==> config.mk <==
export PLATFORM = sky130hd
export DESIGN_NAME = memtest_seq
export DESIGN_NICKNAME = d
export VERILOG_FILES = /design/src/rtl/memtest_seq.sv
export SDC_FILE = /design/constraint.sdc
export NUM_CORES = 1
export LEC_CHECK = 0
export BUFFER_PORTS_ARGS = -buffer_cell sky130_fd_sc_hd__buf_4
export CELL_PAD_IN_SITES_DETAIL_PLACEMENT = 1
export CELL_PAD_IN_SITES_GLOBAL_PLACEMENT = 2
export CORE_UTILIZATION = 51
export CTS_CLUSTER_SIZE = 10
export DETAILED_ROUTE_END_ITERATION = 8
export PLACE_DENSITY = 0.95
export SLEW_MARGIN = 40
export SYNTH_ARGS = -nofsm -noshare
export SYNTH_HDL_FRONTEND = slang
export SYNTH_SLANG_ARGS = --single-unit
==> constraint.sdc <==
create_clock -name clk -period 11.1 [get_ports clk]
set_input_delay 1.665 -clock clk [delete_from_list [all_inputs] [get_ports clk]]
set_output_delay 1.665 -clock clk [all_outputs]
set_load 0.05 [all_outputs]
==> src/rtl/memtest_seq.sv <==
module memtest_seq #(
  parameter int DW        = 16,
  parameter int RAM_DEPTH = 16,
  parameter int ROM_DEPTH = 16,
  parameter int LATENCY   = 1100000,
  parameter logic [5*DW-1:0] ROM_SIG = {
    DW'(11*ROM_DEPTH*(ROM_DEPTH-1)/2 + 660*ROM_DEPTH),
    DW'(9*ROM_DEPTH*(ROM_DEPTH-1)/2 + 495*ROM_DEPTH),
    DW'(7*ROM_DEPTH*(ROM_DEPTH-1)/2 + 330*ROM_DEPTH),
    DW'(5*ROM_DEPTH*(ROM_DEPTH-1)/2 + 165*ROM_DEPTH),
    DW'(3*ROM_DEPTH*(ROM_DEPTH-1)/2)}
)(
  input  logic       clk,
  input  logic       rst_n,
  input  logic       cmd_valid,
  input  logic [7:0] cmd_byte,
  output logic [15:0] status
);
  localparam int NRAM = 4;
  localparam int NROM = 5;
  localparam int MAXD = (RAM_DEPTH > ROM_DEPTH) ? RAM_DEPTH : ROM_DEPTH;
  localparam int AW   = $clog2(MAXD + 1);
  localparam int RAW  = $clog2(RAM_DEPTH);
  localparam int CW   = $clog2(LATENCY + 1);

  typedef enum logic [2:0] {S_IDLE, S_W1, S_R1, S_W2, S_R2, S_ROM, S_MUX, S_WAIT} state_t;

  state_t          st;
  logic [2:0]      idx;
  logic [AW-1:0]   addr;
  logic [CW-1:0]   cnt;
  logic [NRAM-1:0] ram_ok;
  logic [NROM-1:0] rom_ok;
  logic            mux_ok, done;
  logic [DW-1:0]   acc [NROM];
  logic [DW-1:0]   ram [NRAM][RAM_DEPTH];

  function automatic logic [7:0] frame_byte(input logic [2:0] i);
    case (i)
      3'd0: return 8'h4D;
      3'd1: return 8'hEA;
      3'd2: return 8'h6D;
      3'd3: return 8'h54;
      default: return 8'h00;
    endcase
  endfunction

  function automatic logic [DW-1:0] pat(input int m, input int a);
    return DW'(a * 4951) ^ DW'((m + 1) * 3855);
  endfunction

  function automatic logic [DW-1:0] rom_word(input int k, input int a);
    return DW'(a * (2 * k + 3) + 165 * k);
  endfunction

  wire hit      = cmd_valid && (cmd_byte == frame_byte(idx));
  wire busy     = (st != S_IDLE);
  wire start    = hit && (idx == 3'd7) && !busy;
  wire ram_last = (addr == AW'(RAM_DEPTH - 1));
  wire rom_last = (addr == AW'(ROM_DEPTH - 1));
  wire [RAW-1:0] ra = addr[RAW-1:0];

  assign status = done ? {1'b1, 5'b0, mux_ok, ram_ok, rom_ok} : 16'h0000;

  always_ff @(posedge clk) begin
    if (!rst_n) begin
      idx <= '0;
    end else if (cmd_valid) begin
      if (hit) idx <= idx + 3'd1;
      else     idx <= (cmd_byte == 8'h4D) ? 3'd1 : 3'd0;
    end
  end

  always_ff @(posedge clk) begin
    if (st == S_W1 || st == S_W2)
      for (int m = 0; m < NRAM; m++)
        ram[m][ra] <= (st == S_W1) ? pat(m, int'(addr)) : ~pat(m, int'(addr));
  end

  always_ff @(posedge clk) begin
    if (!rst_n) begin
      st     <= S_IDLE;
      addr   <= '0;
      cnt    <= '0;
      ram_ok <= '0;
      rom_ok <= '0;
      mux_ok <= 1'b0;
      done   <= 1'b0;
      for (int k = 0; k < NROM; k++) acc[k] <= '0;
    end else if (start) begin
      st     <= S_W1;
      addr   <= '0;
      cnt    <= '0;
      ram_ok <= '1;
      rom_ok <= '1;
      mux_ok <= 1'b1;
      done   <= 1'b0;
      for (int k = 0; k < NROM; k++) acc[k] <= '0;
    end else if (busy) begin
      cnt <= cnt + CW'(1);
      case (st)
        S_W1, S_W2: begin
          addr <= ram_last ? '0 : addr + AW'(1);
          if (ram_last) st <= (st == S_W1) ? S_R1 : S_R2;
        end
        S_R1, S_R2: begin
          for (int m = 0; m < NRAM; m++)
            if (ram[m][ra] != ((st == S_R1) ? pat(m, int'(addr)) : ~pat(m, int'(addr))))
              ram_ok[m] <= 1'b0;
          addr <= ram_last ? '0 : addr + AW'(1);
          if (ram_last) st <= (st == S_R1) ? S_W2 : S_ROM;
        end
        S_ROM: begin
          for (int k = 0; k < NROM; k++) begin
            acc[k] <= acc[k] + rom_word(k, int'(addr));
            if (rom_last && (acc[k] + rom_word(k, int'(addr)) != ROM_SIG[k*DW +: DW]))
              rom_ok[k] <= 1'b0;
          end
          addr <= rom_last ? '0 : addr + AW'(1);
          if (rom_last) st <= S_MUX;
        end
        S_MUX: begin
          if (ram[addr[1:0]][0] != ~pat(int'(addr[1:0]), 0)) mux_ok <= 1'b0;
          addr <= addr + AW'(1);
          if (addr[1:0] == 2'd3) st <= S_WAIT;
        end
        S_WAIT: begin
          if (cnt >= CW'(LATENCY - 1)) begin
            done <= 1'b1;
            st   <= S_IDLE;
          end
        end
        default: st <= S_IDLE;
      endcase
    end
  end
endmodule

==> results of run 1 <==
registers in the layout, summed over array words and instances (netlist names), named ones only:
| name | count |
|---|---|
| acc | 80 |
| idx | 3 |
| st | 3 |
| done | 1 |
| mux_ok | 1 |
| cnt | 21 |
| ram_ok | 4 |
| addr | 5 |
| ram | 384 |
| rom_ok | 5 |
critical path: stages, from the launching register on:
cell	delay, ns
dfxtp_4	0.84
buf_4	0.77
ha_1	0.62
ha_1	0.28
inv_1	0.06
fa_1	0.42
nor2b_1	0.22
o31a_1	0.26
o22ai_1	0.15
xnor2_1	0.62
xnor2_1	0.20
or4_1	0.43
a2111o_1	0.48
o21ai_1	0.21
cell usage in the layout, fill, tap and decap left out, types with 7 or more instances in the layout:
master and count:
edfxtp_1 464, ha_1 143, inv_1 132, nor2_1 127, mux4_2 95, nand2_1 73, xnor2_1 64, clkbuf_16 59
buf_4 58, a21oi_1 55, xor2_1 52, fa_1 48, dfxtp_1 41, mux2i_1 38, and3_1 36, and2_1 36
o21ai_0 34, nor3_1 31, clkbuf_1 27, nand3_1 26, nand4_1 21, a21o_1 19, nor2b_1 13, or3_1 13
a31oi_1 12, a22o_1 10, o21a_1 9, nor4_1 9, o21bai_1 9, xnor2_2 8, o211ai_1 8, a211oi_1 8
or2_2 7, a221oi_1 7
per-layer routing:
| metal | routed length, µm | GRT usage | up-vias |
|---|---|---|---|
| li1 | - | - | 7065 |
| met1 | 27630 | 0.3472 | 8330 |
| met2 | 34430 | 0.4566 | 615 |
| met3 | 4433 | 0.04291 | 179 |
| met4 | 2803 | 0.1105 | 0 |
| met5 | 0 | 0 | - |
logic make-up (layout without fill, tap and decap cells):
logic type | after synthesis | count (layout) | synth area share
xor gates and xnor gates | 128 | 128 | 0.04331
other | 1 | 6 | 0.0001431
DFF | 509 | 509 | 0.5662
and+or+nand+nor | 440 | 440 | 0.08672
adders and majority gates | 191 | 191 | 0.1050
AOI/OAI and AO/OA | 232 | 232 | 0.06108
muxes | 145 | 145 | 0.1048
buffers and inverters | 202 | 292 | 0.03281
stage by stage:
stage / power [mW] / util / area, µm² / instances
after CTS: 3.948 / 0.5751 / 28970 / 2615
after detailed placement: 2.213 / 0.5415 / 27280 / 2517
after global routing: 4.014 / 0.5756 / 29000 / 2615
final: 3.927 / 0.5756 / 29000 / 2615
after floorplan: 2.188 / - / 26220 / 1853
after global placement: 2.207 / 0.5395 / 27180 / 2516
path summary, 6_finish.rpt:
| path | from | to | slack, ns | depth (start not counted) |
|---|---|---|---|---|
| setup / recovery | addr[1] | ram_ok[2] | 5.43 | 13 |
| hold / removal | cnt[1] | cnt[1] | 0.48 | 2 |
| setup reg to reg | addr[1] | ram_ok[2] | 5.43 | 13 |
| hold reg to reg | cnt[1] | cnt[1] | 0.48 | 2 |
power by group through the flow:
stage / registers (mW) / logic [mW] / clock network (mW)
after floorplan: 2.12 / 0.0680 / 0
after global placement: 2.12 / 0.0856 / 0
after detailed placement: 2.12 / 0.0912 / 0
after CTS: 2.08 / 0.0924 / 1.77
after global routing: 2.08 / 0.102 / 1.83
final: 2.08 / 0.0918 / 1.75
layout make-up:
cell class | count | area, µm²
Clock buffer | 88 | 1605
Clock inverter | 10 | 90.09
Fill cell | 4831 | 21380
Inverter | 133 | 499.2
Multi-Input combinational cell | 1142 | 10640
Sequential cell | 509 | 14840
Tap cell | 672 | 840.8
Timing Repair Buffer | 61 | 478.0
==> impl_metrics.json, run 1 <==
{
  "critical_path.startpoint_type": "flip-flop",
  "dr.first_iter.drc_count": 1263,
  "htreeDepth": 2,
  "grt_util_all_layers": 0.2699,
  "fin_nets": 2108,
  "core_area_um2": 50380,
  "synth.distinct_cells": 78,
  "ys_seq_area_frac": 0.5662,
  "routedWlPerCell_um": 26.50,
  "clk_pin_slew_ns": 0.06,
  "ys.flop_type": "edfxtp_1",
  "grt.overflow.total": 0,
  "share_seq_of_total_power": 0.530,
  "fp-row-count": 82,
  "grt_pass1_vias": 17470,
  "end_kind": "flip-flop",
  "maxSlewHeadroom": 0.4308,
  "synth_warnings": 0,
  "p_sw_uw": 826.9,
  "io_pins": 27,
  "synthArstFlopShare": 0,
  "combPwrFrac": 0.023,
  "cts_buffer_depth": 3,
  "netlist_top_cells_count": "edfxtp_1 (464), ha_1 (143), inv_1 (132), nor2_1 (128), mux4_2 (95)",
  "hold_violations": 0,
  "critPathRequiredTime_ns": 11.62,
  "p_leak_nw": 10.76,
  "antenna_found_initial": 0,
  "synth_edf_count": 464,
  "clock_skew_ns": 0.04337,
  "gp_congestion": 0.8613,
  "firstDrtPassIters": 5,
  "yosysMostFrequentCell": "edfxtp_1",
  "syn_avg_cell_area_um2": 14.18,
  "cts_setup_buffers": 0,
  "cts_made_buffers": 59,
  "cts_tree": "done",
  "die_w_um": 228.7,
  "outcome": "complete, no violations",
  "syn-cell-area_um2": 26200,
  "worstPathArrival_ns": 6.19,
  "hp-class": "reg2reg",
  "worst_pin_slew_ns": 0.8538,
  "post-place-ws_ns": 5.484,
  "cts_sinks": 509,
  "maxCapViolCount": 0,
  "die-area_um2": 52280,
  "rsz0062_at_grt": "false",
  "route.detailed.vias_per_inst": 6.191,
  "grt_start_max_net_pins": 64,
  "ys_ff_latch": 509,
  "maxSlewViolCount": 0,
  "drc": 0,
  "ant_nets": 0,
  "ctsResizeCount": 0,
  "swShare": 0.2105,
  "wl_um": 69300,
  "dp_hpwl_um": 43290,
  "period_needed_ns": 5.673,
  "vias": 16190,
  "intPower_mw": 3.101,
  "synth_area_leader_cell": "edfxtp_1",
  "antenna_cells": 0,
  "final-setup-viol-count": 0,
  "synthCells": 1848,
  "finalSetupTns_ns": 0,
  "finalCritPeriodShare": 0.5111,
  "crit_type": "reg2reg",
  "synth_top_cell_area_share": 0.5318,
  "p_clk_frac": 0.446,
  "area_growth_pct": 10.67,
  "crit_fanout": 50,
  "io_buffers": 21,
  "drive_gt1_frac": 0.1410,
  "p_per_area_nw_per_um2": 135.5,
  "synth_area_leaders": "edfxtp_1 (53%), mux4_2 (8.2%), ha_1 (6.8%)",
  "max_freq_mhz": 176.3,
  "fin_hold_ws_ns": 0.4829,
  "chipHeight_um": 228.7,
  "root_buffer": "clkbuf_16",
  "vdd_drop_max_v": 0.0001685,
  "initial_utilization": 0.5201,
  "fin_ws_ns": 5.427,
  "ctsHoldBuffers": 0,
  "grt_pass1_wl_um": 106800,
  "clock_latency_ns": 0.63
}
Note: power is estimated with default switching activity, not from simulation.
==> run 2: changes to the inputs <==
Settings changed: CORE_UTILIZATION 51 to 47, PLACE_DENSITY 0.95 to 0.89.
Clock period 11.1 ns to 5.4 ns, I/O delays scaled along.
==> run 2 against run 1 <==
  * Non-clock buffer count grew 7
  * Critical path depth grew 1
  * Wire length shrank 2.2%
  * Cell area grew 0.56%
  * Final cell count grew 3.2%
  * Global-route usage shrank 2.5 points
  * First-iteration DRC count shrank 8.6%
  * Count of clock-buffer cells in the layout shrank 1
  * Flip-flop and latch count is the same
  * Via count shrank 1.6%
  * Critical path type unchanged
==> impl_metrics.json, run 2 (same netlist as run 1, synthesis figures left out) <==
{
  "power_mw": 8.071,
  "maxSlewViolCount": 0,
  "crit_path_start": "addr[2]",
  "fin_ws_ns": 0.2934,
  "firstDrtPassIters": 4,
  "end_kind": "flip-flop",
  "cts_sinks": 509,
  "cts_tree": "done",
  "wl_um": 67760,
  "p_clk_frac": 0.446,
  "initial_utilization": 0.4756,
  "worst_pin_slew_ns": 0.9089,
  "final_area_um2": 29160,
  "clk_pin_slew_ns": 0.07,
  "dp_hpwl_um": 44490,
  "worstPathArrival_ns": 5.66,
  "htreeDepth": 2,
  "cts_setup_buffers": 0,
  "hp-class": "in2reg",
  "holdCritStartpoint": "cmd_valid",
  "share_seq_of_total_power": 0.530,
  "p_sw_mw": 1.711,
  "final-setup-viol-count": 0,
  "placed_area_um2": 27450,
  "swShare": 0.2120,
  "finalCritPeriodShare": 0.9457,
  "mostFrequentLayoutCells": "edfxtp_1 (464), ha_1 (143), inv_1 (132), nor2_1 (127), mux4_2 (95)",
  "clock_latency_ns": 0.64,
  "grt_pass1_wl_um": 104600,
  "finalSetupTns_ns": 0,
  "route.detailed.vias_per_inst": 5.901,
  "hold_violations": 0,
  "p_per_area_nw_per_um2": 276.8,
  "largest_reg_flops": 384,
  "vdd_drop_max_v": 0.0002987,
  "fin_cells": 2698,
  "die-area_um2": 56690,
  "grt.overflow.total": 0,
  "reg.largest.list": "ram (384), acc (80), cnt (21)",
  "fin_nets": 2115,
  "top_register": "ram",
  "max_freq_mhz": 195.8,
  "root_buffer": "clkbuf_16",
  "maxSlewHeadroom": 0.3928,
  "clock_skew_ns": 0.03727,
  "cts_buffer_depth": 3,
  "antenna_found_initial": 1,
  "combPwrFrac": 0.023,
  "intPower_mw": 6.360,
  "grt_util_all_layers": 0.2448,
  "dr.first_iter.drc_count": 1155,
  "drive_gt1_frac": 0.1447,
  "drc": 0,
  "grt_pass1_vias": 17210,
  "r2r-start": "addr[2]",
  "io_buffers": 21,
  "p_leak_nw": 10.81,
  "post-place-ws_ns": 0.3855,
  "vias": 15920,
  "fp-row-count": 86,
  "layout_commonest_cell": "edfxtp_1",
  "core_area_um2": 55090,
  "gp_congestion": 0.8391,
  "area_growth_pct": 11.28,
  "maxCapViolCount": 0,
  "ctsResizeCount": 0,
  "critPathRequiredTime_ns": 5.95,
  "cts_made_buffers": 59,
  "critical_path.startpoint_type": "flip-flop",
  "period_needed_ns": 5.107,
  "chipHeight_um": 238.1,
  "crit_fanout": 11,
  "crit_type": "reg2reg",
  "ant_nets": 0,
  "ctsHoldBuffers": 0,
  "io_pins": 27,
  "die_w_um": 238.1,
  "outcome": "complete, no violations",
  "dpl.cell_count": 2600,
  "rsz0062_at_grt": "false",
  "grt_start_max_net_pins": 89,
  "routedWlPerCell_um": 25.11
}
run 2: power by group through the flow:
stage	combinational, mW	sequential, mW	clock [mW]
finish	0.187	4.28	3.60
global route	0.209	4.28	3.78
CTS	0.189	4.28	3.66
detailed placement	0.187	4.36	0
global placement	0.179	4.36	0
floorplan	0.140	4.36	0
run 2: worst max-delay path, cell delays in order, from the launching register on:
cell	delay, ns
dfxtp_2	0.52
inv_1	0.13
fa_1	0.55
inv_1	0.07
ha_1	0.30
fa_1	0.48
ha_1	0.39
nor2b_1	0.19
o31ai_1	0.44
a21boi_0	0.27
o31a_1	0.36
or4b_1	0.55
a2111oi_2	0.47
nand4_1	0.15
o21ai_1	0.15
run 2: stage by stage:
stage / hold WS, ns / util
3_3_place_gp: 0.4589 / 0.4968
4_1_cts: 0.4474 / 0.5290
6_report: 0.4852 / 0.5292
3_5_place_dp: 0.4966 / 0.4983
2_1_floorplan: 0.4491 / -
5_1_grt: 0.4800 / 0.5292
run 2: worst paths after layout:
path                                   to  slack (ns)  depth (start not counted)
worst max register to register  ram_ok[1]        0.29                         14
worst min-delay path               idx[0]        0.49                          2
worst max-delay path            ram_ok[1]        0.29                         14
worst min register to register     cnt[1]        0.50                          2
run 2: routing by layer:
layer | GRT usage | wire [µm]
met3 | 0.03806 | 3449
met1 | 0.3187 | 28440
met4 | 0.08566 | 2277
met5 | 0 | 12
met2 | 0.4172 | 33580
run 2: area by class of cell:
cell class / count / area [µm²]
diodes: 1 / 2.502
multi-input cells: 1142 / 10640
repair buffers: 68 / 535.5
inverters: 133 / 499.2
well taps: 748 / 935.9
clock inverters: 10 / 103.9
flip-flops and latches: 509 / 14840
clock buffers: 87 / 1592
fillers: 5329 / 25940
==> run 3: changes to the inputs <==
Settings changed: CELL_PAD_IN_SITES_DETAIL_PLACEMENT 1 to default, CELL_PAD_IN_SITES_GLOBAL_PLACEMENT 2 to default, CORE_UTILIZATION 47 to 60, PLACE_DENSITY 0.89 to 0.85, RECOVER_POWER from default to 100.
==> run 3 against run 2 <==
  * Critical path depth stayed put
  * Register-to-register slack worse by 0.06 ns
  * Largest power group unchanged
  * Power is 1.6% lower
  * First-iteration DRC count is 61% higher
  * Largest cell class unchanged
  * Die area is 21% lower
  * Critical endpoint is now ram_ok[3]
  * The flow now finishes with violations (capacitance limit, slew limit)
==> impl_metrics.json, run 3 (same netlist as run 1, synthesis figures left out) <==
{
  "outcome": "finished, violations left",
  "failed_checks": "capacitance limit, slew limit",
  "period_needed_ns": 5.169,
  "fp-row-count": 76,
  "r2r_slack_ns": 0.23,
  "gp_congestion": 0.8989,
  "cts_tree": "done",
  "maxSlewViolCount": 252,
  "largest_reg_flops": 384,
  "clock_latency_ns": 0.61,
  "p_per_area_nw_per_um2": 277.6,
  "core_area_um2": 43080,
  "grt_pass1_wl_um": 94970,
  "end_kind": "flip-flop",
  "final-setup-viol-count": 0,
  "firstDrtPassIters": 5,
  "finalSetupTns_ns": 0,
  "routedWlPerCell_um": 24.38,
  "die_w_um": 211.0,
  "vdd_drop_max_v": 0.0004227,
  "die-area_um2": 44510,
  "critPathBufInv": 2,
  "dp_hpwl_um": 38130,
  "r2r-start": "addr[2]",
  "grt_pass1_vias": 16640,
  "critical_path.startpoint_type": "flip-flop",
  "grt_start_max_net_pins": 92,
  "reg.largest.list": "ram (384), acc (80), cnt (21)",
  "drive_gt1_frac": 0.1167,
  "crit_path_start": "addr[2]",
  "path_depth": 14,
  "top_register": "ram",
  "multi_input_area_um2": 10580,
  "mostFrequentLayoutCells": "edfxtp_1 (464), ha_1 (143), inv_1 (132), nor2_1 (127), mux4_2 (95)",
  "crit_path_cell_trace": "inv_1 > fa_1 > inv_1 > ha_1 > fa_1 > ha_1 > nor2b_1 > o31ai_1 > a21boi_0 > o31a_1 > or4b_1 > a2111oi_2 > nand4_1 > o21ai_0",
  "fin_nets": 2101,
  "hp-class": "reg2reg",
  "io_buffers": 21,
  "p_leak_nw": 10.57,
  "layout_commonest_cell": "edfxtp_1",
  "maxCapViolCount": 10,
  "nFillCells": 2859,
  "route.detailed.vias_per_inst": 6.473,
  "worstPathArrival_ns": 5.68,
  "r2r.worst_path.cells": 14,
  "cts_setup_buffers": 0,
  "area_growth_pct": 9.231,
  "antenna_cells": 0,
  "cts_buffer_depth": 3,
  "clock_skew_ns": 0.03922,
  "final_area_um2": 28620,
  "antenna_found_initial": 0,
  "crit_fanout": 11,
  "ctsResizeCount": 0,
  "vias": 16210,
  "io_pins": 27,
  "regArea_um2": 14840,
  "root_buffer": "clkbuf_16",
  "placed_area_um2": 27190,
  "htreeDepth": 2,
  "slowest_delay_ns": 0.55,
  "ctsHoldBuffers": 0,
  "crit_path_top_delay_cell": "fa_1",
  "grt_util_all_layers": 0.2828,
  "drc": 0,
  "holdCritStartpoint": "cnt[1]",
  "chipHeight_um": 211.0,
  "critPathRequiredTime_ns": 5.91,
  "whs_path_depth": 2,
  "ant_nets": 0,
  "rsz0062_at_grt": "false",
  "crit_type": "reg2reg",
  "finalCritPeriodShare": 0.9573,
  "dr.first_iter.drc_count": 1865,
  "hold_violations": 0,
  "cts_sinks": 509,
  "cts_made_buffers": 57,
  "grt.overflow.total": 0,
  "cp_top_family": "compound AO/OA/AOI/OAI gates",
  "power_mw": 7.944,
  "worst_pin_slew_ns": 3.055,
  "maxSlewHeadroom": -1.037,
  "initial_utilization": 0.6082,
  "wl_um": 61050,
  "max_freq_mhz": 193.5,
  "clk_pin_slew_ns": 0.06
}
[run 3: path summary, 6_finish.rpt]
kind	endpoint
hold reg to reg	cnt[1]
hold / removal	cnt[1]
setup reg to reg	ram_ok[3]
setup / recovery	ram_ok[3]
[run 3: layout make-up]
| type | instances | area share |
|---|---|---|
| sequential | 509 | 0.5186 |
| clock inverter | 3 | 0.003148 |
| tap | 585 | 0.02558 |
| clock buffer | 76 | 0.05343 |
| multi-input combinational | 1142 | 0.3698 |
| timing repair buffer | 56 | 0.01202 |
| inverter | 133 | 0.01744 |
[run 3: stage by stage]
step	hold slack, ns	std cells	util	setup slack, ns
after floorplan	0.4491	1853	-	0.09602
after global placement	0.4581	2425	0.6289	0.3409
after detailed placement	0.4643	2425	0.6313	0.3952
after CTS	0.4706	2504	0.6688	0.3133
after global routing	0.4973	2504	0.6644	0.05535
final	0.4708	2504	0.6644	0.2308
[run 3: report_power, final]
part           internal (mW)  total, mW  switching [mW]
Combinational         0.0706      0.181           0.110
Clock                   2.00       3.48            1.49
Sequential              4.27       4.28          0.0166
Total                   6.33       7.94            1.61
[run 3: layer usage]
metal	GRT usage	routed length [µm]
met3	0.04505	4931
met2	0.4790	30460
met5	0	0
met1	0.3655	23140
met4	0.1169	2521
[run 3: worst reg2reg max path, delay by kind of cell (launching register included)]
| kind | cells | cell delay [ns] |
|---|---|---|
| buf+inv | 2 | 0.21 |
| flops | 1 | 0.52 |
| simple gates | 3 | 0.89 |
| compound gates | 5 | 1.74 |
| fa+ha+maj | 4 | 1.69 |
